===== src/rtl/rst_stretch_pkg.sv =====
package rst_stretch_pkg;

    typedef enum logic [1:0] {
        CMD_NONE    = 2'b00,
        CMD_RST_B   = 2'b01,
        CMD_RST_A   = 2'b10,
        CMD_RST_ALL = 2'b11
    } rst_cmd_e;

    typedef struct packed {
        logic hw;
        logic full;
        logic a;
        logic b;
    } rst_scope_t;

    localparam rst_scope_t SCOPE_NONE = '{hw: 1'b0, full: 1'b0, a: 1'b0, b: 1'b0};
    localparam rst_scope_t SCOPE_HW   = '{hw: 1'b1, full: 1'b1, a: 1'b1, b: 1'b1};

    function automatic rst_scope_t scope_of_cmd(rst_cmd_e cmd);
        rst_scope_t s;
        s = SCOPE_NONE;
        unique case (cmd)
            CMD_RST_B:   s.b = 1'b1;
            CMD_RST_A:   s.a = 1'b1;
            CMD_RST_ALL: begin
                s.full = 1'b1;
                s.a    = 1'b1;
                s.b    = 1'b1;
            end
            default:     s = SCOPE_NONE;
        endcase
        return s;
    endfunction

    function automatic logic scope_any(rst_scope_t s);
        return s.full | s.a | s.b;
    endfunction

    function automatic rst_scope_t scope_merge(rst_scope_t x, rst_scope_t y);
        return rst_scope_t'(x | y);
    endfunction

endpackage


===== src/rtl/strobe_sync.sv =====
module strobe_sync #(
    parameter int STAGES = 2
) (
    input  logic clk,
    input  logic rst,
    input  logic rd_n,
    input  logic wr_n,
    output logic bus_low
);
    logic [STAGES-1:0] stg_q;
    logic              both_low;

    assign both_low = ~rd_n & ~wr_n;

    always_ff @(posedge clk) begin
        if (rst) begin
            stg_q <= '0;
        end else begin
            stg_q[0] <= both_low;
            for (int i = 1; i < STAGES; i++) begin
                stg_q[i] <= stg_q[i-1];
            end
        end
    end

    assign bus_low = stg_q[STAGES-1];


    sync_path_chk: assert property (@(posedge clk) disable iff (rst)
        $rose(bus_low) |-> $past(stg_q[STAGES-2]));

endmodule


===== src/rtl/cmd_decode.sv =====
module cmd_decode
    import rst_stretch_pkg::*;
(
    input  logic       cmd_wr,
    input  logic [1:0] cmd_field,
    output rst_scope_t req
);
    always_comb begin
        req = SCOPE_NONE;
        if (cmd_wr) begin
            req = scope_of_cmd(rst_cmd_e'(cmd_field));
        end
    end


    always_comb begin
        sw_no_hw_chk: assert (!req.hw);
    end

endmodule


===== src/rtl/stretch_timer.sv =====
module stretch_timer
    import rst_stretch_pkg::*;
#(
    parameter int STRETCH_CYCLES = 4
) (
    input  logic       clk,
    input  logic       rst,
    input  logic       bus_low,
    input  rst_scope_t req,
    output rst_scope_t scope,
    output logic       active
);
    localparam int CNT_W = $clog2(STRETCH_CYCLES + 1);
    localparam logic [CNT_W-1:0] CNT_LOAD = CNT_W'(STRETCH_CYCLES);
    localparam logic [CNT_W-1:0] CNT_LAST = CNT_W'(1);

    rst_scope_t       scope_q, scope_n;
    logic [CNT_W-1:0] cnt_q, cnt_n;
    logic             active_q, active_n;
    logic             any_req;

    assign any_req = scope_any(req);

    always_comb begin
        scope_n  = scope_q;
        cnt_n    = cnt_q;
        active_n = active_q;
        if (bus_low) begin
            scope_n  = SCOPE_HW;
            cnt_n    = CNT_LOAD;
            active_n = 1'b1;
        end else if (any_req) begin
            scope_n  = scope_merge(scope_q, req);
            cnt_n    = CNT_LOAD;
            active_n = 1'b1;
        end else if (active_q) begin
            if (cnt_q == CNT_LAST) begin
                scope_n  = SCOPE_NONE;
                cnt_n    = '0;
                active_n = 1'b0;
            end else begin
                cnt_n = cnt_q - CNT_LAST;
            end
        end
    end

    always_ff @(posedge clk) begin
        if (rst) begin
            scope_q  <= SCOPE_NONE;
            cnt_q    <= '0;
            active_q <= 1'b0;
        end else begin
            scope_q  <= scope_n;
            cnt_q    <= cnt_n;
            active_q <= active_n;
        end
    end

    assign scope  = scope_q;
    assign active = active_q;


    hw_hold_chk: assert property (@(posedge clk) disable iff (rst)
        bus_low |=> (scope_q.hw && scope_q.full && active_q));


    reload_chk: assert property (@(posedge clk) disable iff (rst)
        (any_req && !bus_low) |=> (active_q && cnt_q == CNT_LOAD));


    full_covers_chk: assert property (@(posedge clk) disable iff (rst)
        scope_q.full |-> (scope_q.a && scope_q.b));


    hw_origin_chk: assert property (@(posedge clk) disable iff (rst)
        $rose(scope_q.hw) |-> $past(bus_low));


    block_cover_chk: assert property (@(posedge clk) disable iff (rst)
        scope_any(scope_q) |-> active_q);


    no_early_end_chk: assert property (@(posedge clk) disable iff (rst)
        (active_q && cnt_q > CNT_LAST) |=> active_q);

endmodule


===== src/rtl/reset_stretch_ctrl.sv =====
module reset_stretch_ctrl
    import rst_stretch_pkg::*;
#(
    parameter int SYNC_STAGES    = 2,
    parameter int STRETCH_CYCLES = 4
) (
    input  logic       clk,
    input  logic       rst,
    input  logic       rd_n,
    input  logic       wr_n,
    input  logic       cmd_wr,
    input  logic [1:0] cmd_field,
    output logic       glb_rst,
    output logic       chan_a_rst,
    output logic       chan_b_rst,
    output logic       hw_rst,
    output logic       access_block
);
    logic       bus_low;
    rst_scope_t req;
    rst_scope_t scope;
    logic       active;

    strobe_sync #(.STAGES(SYNC_STAGES)) i_sync (
        .clk     (clk),
        .rst     (rst),
        .rd_n    (rd_n),
        .wr_n    (wr_n),
        .bus_low (bus_low)
    );

    cmd_decode i_dec (
        .cmd_wr    (cmd_wr),
        .cmd_field (cmd_field),
        .req       (req)
    );

    stretch_timer #(.STRETCH_CYCLES(STRETCH_CYCLES)) i_timer (
        .clk     (clk),
        .rst     (rst),
        .bus_low (bus_low),
        .req     (req),
        .scope   (scope),
        .active  (active)
    );

    assign glb_rst      = scope.full;
    assign chan_a_rst   = scope.a;
    assign chan_b_rst   = scope.b;
    assign hw_rst       = scope.hw;
    assign access_block = active;


    clear_after_rst_chk: assert property (@(posedge clk)
        $past(rst) |-> !(glb_rst || chan_a_rst || chan_b_rst || hw_rst || access_block));

endmodule


===== config.mk =====
export PLATFORM = sky130hd
export DESIGN_NAME = reset_stretch_ctrl
export DESIGN_NICKNAME = d
export VERILOG_FILES = /design/src/rtl/rst_stretch_pkg.sv /design/src/rtl/strobe_sync.sv /design/src/rtl/cmd_decode.sv /design/src/rtl/stretch_timer.sv /design/src/rtl/reset_stretch_ctrl.sv
export SDC_FILE = /design/constraint.sdc
export NUM_CORES = 1
export LEC_CHECK = 0
export BUFFER_PORTS_ARGS = -buffer_cell sky130_fd_sc_hd__buf_4
export CORE_AREA = 2 2 39 41
export CTS_CLUSTER_DIAMETER = 50
export DETAILED_ROUTE_END_ITERATION = 10
export DIE_AREA = 0 0 41 43
export PLACE_DENSITY = 0.53
export RECOVER_POWER = 100
export SLEW_MARGIN = 10
export SYNTH_ARGS = -nofsm -noshare
export SYNTH_HDL_FRONTEND = slang
export SYNTH_SLANG_ARGS = --single-unit

===== constraint.sdc =====
create_clock -name clk -period 2.1 [get_ports clk]
set_input_delay 0.63 -clock clk [delete_from_list [all_inputs] [get_ports clk]]
set_output_delay 0.63 -clock clk [all_outputs]
set_load 0.1 [all_outputs]

==> reports/qor.txt <==
Critical Path RT - 1470 ps
leak pwr - 0.2571 nW
setup_tns - 0 ps
CTS buffer count - 3
initial antenna violation count - 0
sequential area share after synthesis - 49.08%
CP endpoint kind - output port
Routed Antenna Nets - 0
Clock power frac - 35.6%
drt wl/cell - 9.895 µm
largest net degree at the start of global routing - 9
Placed Cells - 72
Worst VDD drop - 0.0003027 V
Worst Hold Class - reg2reg
Net Switching - 0.1567 mW
clk_skew - 1.683 ps
Syn Std Cell Area - 407.9 µm²
Max stage delay on crit path - 510 ps
Pint - 0.3361 mW
grt ovf - 0
RSZ-0062 raised after global routing - false
Synth cell types - 16
layout cell share with drive strength beyond 1 - 23.33%
clk_lat worst skew - 270 ps
reg2reg end - i_timer.scope[2]$_SDFFE_PP0P_
fmax - 534.2 MHz
Sink Count - 10
Final Hold Fails - 0
die height - 43 µm
endpoints failing setup - 0
period utilization - 89.14%
clock buffer depth - 2
Sw Share - 31.80%
Die Wd - 41 µm
initial core utilization - 29.48%
# diodes - 0
Core Region - 0.001384 mm²
hold depth - 2
Hold Buf Count CTS - 0
Final #Nets - 70
cts repair resizes - 0
number of port buffers - 11
Reg power frac - 43.1%
Non-Filler Instances - 76
hold_sp - i_timer.scope[1]$_SDFFE_PP0P_
Slew Viols, Final - 0
syn nets - 54
number of global-route vias before repair - 338
postcts setup bufs - 0
synthesized instance count - 45
GRT Total Usage - 11.27%
P&R area growth vs syn - 28.22%
Max-slew headroom - 63.88%
status - finished clean
CP delay by family, top - buffers and inverters
DRT Pass-1 Iters - 2
Synth Register Bits - 10
crit-path cells - clkbuf_2
CTS root buffer - clkbuf_4
Place WS - 615.0 ps
fin worst setup slack - 228.0 ps
reg2reg setup slack - 930 ps
clock slew at reported path FFs - 70 ps
max_cap viols - 0
Worst-Margin Slew - 538.5 ps
power consumption - 0.4928 mW
Syn. warnings - 0
routed vias/inst - 4.684
worst-path fanout max - 8
WP buf/inv - 1
Comb pwr share - 21.2%
hpwl dp - 575.8 µm
Die ar. - 0.001763 mm²
fill cell count - 158
power density over the cells - 942.3 mW/mm²
Initial DRC Count - 5
R2R cell count - 5
FF-to-FF Start - i_timer.cnt_q[1]$_SDFFE_PP0P_
Avg Synthesized Cell Area - 9.064 µm²
CTS tree - yes
DRC - 0
H-tree depth - 1
slowest cell on the critical path - clkbuf_2
global-route wire length before repair - 1297 µm
crit path DAT - 1240 ps
Routed WL - 752 µm
WS Path Type - reg2out
Endpoint, Worst Hold - i_timer.scope[1]$_SDFFE_PP0P_
CP Launch Type - flip-flop
crit path time final - 1872 ps
num rows - 14
RePlAce Congestion - 0.6608
Layout Utilization - 37.79%
# IOs - 12
Vias - 356
[worst max-delay path by stage]
stage                               from                       endpoint  slack, ps  depth (start not counted)
2_1_floorplan  i_timer.active$_SDFF_PP0_                   access_block        460                          0
3_3_place_gp                cmd_field[0]  i_timer.cnt_q[1]$_SDFFE_PP0P_        590                          4
3_5_place_dp                cmd_field[0]  i_timer.cnt_q[1]$_SDFFE_PP0P_        610                          4
4_1_cts        i_timer.active$_SDFF_PP0_                   access_block        390                          1
5_1_grt        i_timer.active$_SDFF_PP0_                   access_block        190                          1
6_report       i_timer.active$_SDFF_PP0_                   access_block        230                          1
[sequential cells by signal, indices dropped and copies added, names as in the netlist]
signal,count
i_sync.stg_q,2
i_timer.cnt_q,3
i_timer.active,1
i_timer.scope,4
[placed cells by master (no fill, tap or decap), drive strengths merged, types with 2 or more instances in the layout]
| cell | Yosys | layout |
|---|---|---|
| a21oi | 5 | 5 |
| and3 | 2 | 2 |
| buf | 0 | 4 |
| clkbuf | 0 | 11 |
| dfxtp | 10 | 10 |
| ha | 2 | 2 |
| inv | 5 | 5 |
| nand2 | 3 | 3 |
| nor2 | 7 | 7 |
| nor2b | 2 | 2 |
| nor3 | 2 | 2 |
[through the flow]
stage,instance area [µm²],hold slack [ps]
after global routing,523.0,477.6
after floorplan,407.9,413.8
final,523.0,450.4
after global placement,510.5,419.9
after detailed placement,510.5,423.9
after CTS,546.8,452.6
[area by class of cell]
cell class	instances	area [µm²]	area share (%)
clock buffers	4	36.28	6.938
repair buffers	11	66.31	12.68
flip-flops and latches	10	200.2	38.28
well taps	16	20.02	3.828
inverters	5	18.77	3.589
multi-input cells	30	181.4	34.69
[routing by layer]
layer	routed length, µm	vias to the layer above	part of all wire, %	track usage (%)
met3	37	5	4.9	3.141
met2	342	10	45	15.94
met4	31	0	4.1	10.00
met1	340	159	45	12.94
met5	0	-	0	0
li1	-	182	-	-
[power groups by stage]
stage / sequential, mW / combinational, mW / clock, mW
final: 0.212 / 0.105 / 0.176
after global routing: 0.215 / 0.113 / 0.189
after global placement: 0.217 / 0.113 / 0
after floorplan: 0.267 / 0.0328 / 0
after detailed placement: 0.217 / 0.113 / 0
after CTS: 0.213 / 0.113 / 0.180
[cell families after synthesis]
group	count (synthesis)	share of synthesized area (%)
flops	10	49.08
buf+inv	5	4.602
simple gates	18	21.47
fa+ha+maj	2	6.134
mux	1	2.454
compound gates	9	16.26
[cells in the mapped netlist]
| cell | instances | share of area (%) |
|---|---|---|
| a41o_1 | 1 | 2.5 |
| o32ai_1 | 1 | 2.1 |
| nand2_1 | 3 | 2.8 |
| nor3_1 | 2 | 2.5 |
| and3_1 | 2 | 3.1 |
| o211a_1 | 1 | 2.5 |
| and2_4 | 1 | 2.1 |
| mux2i_1 | 1 | 2.5 |
| inv_1 | 5 | 4.6 |
| a211oi_2 | 1 | 3.1 |
| nor2_1 | 7 | 6.4 |
| dfxtp_1 | 10 | 49 |
| nand2b_1 | 1 | 1.5 |
| ha_1 | 2 | 6.1 |
| a21oi_1 | 5 | 6.1 |
| nor2b_1 | 2 | 3.1 |
[tightest hold or removal path: stages (launching register included)]
cell,delay [ps]
dfxtp_1,310
inv_1,50
a21oi_1,50
No activity file was read; power rests on OpenSTA's default activity.
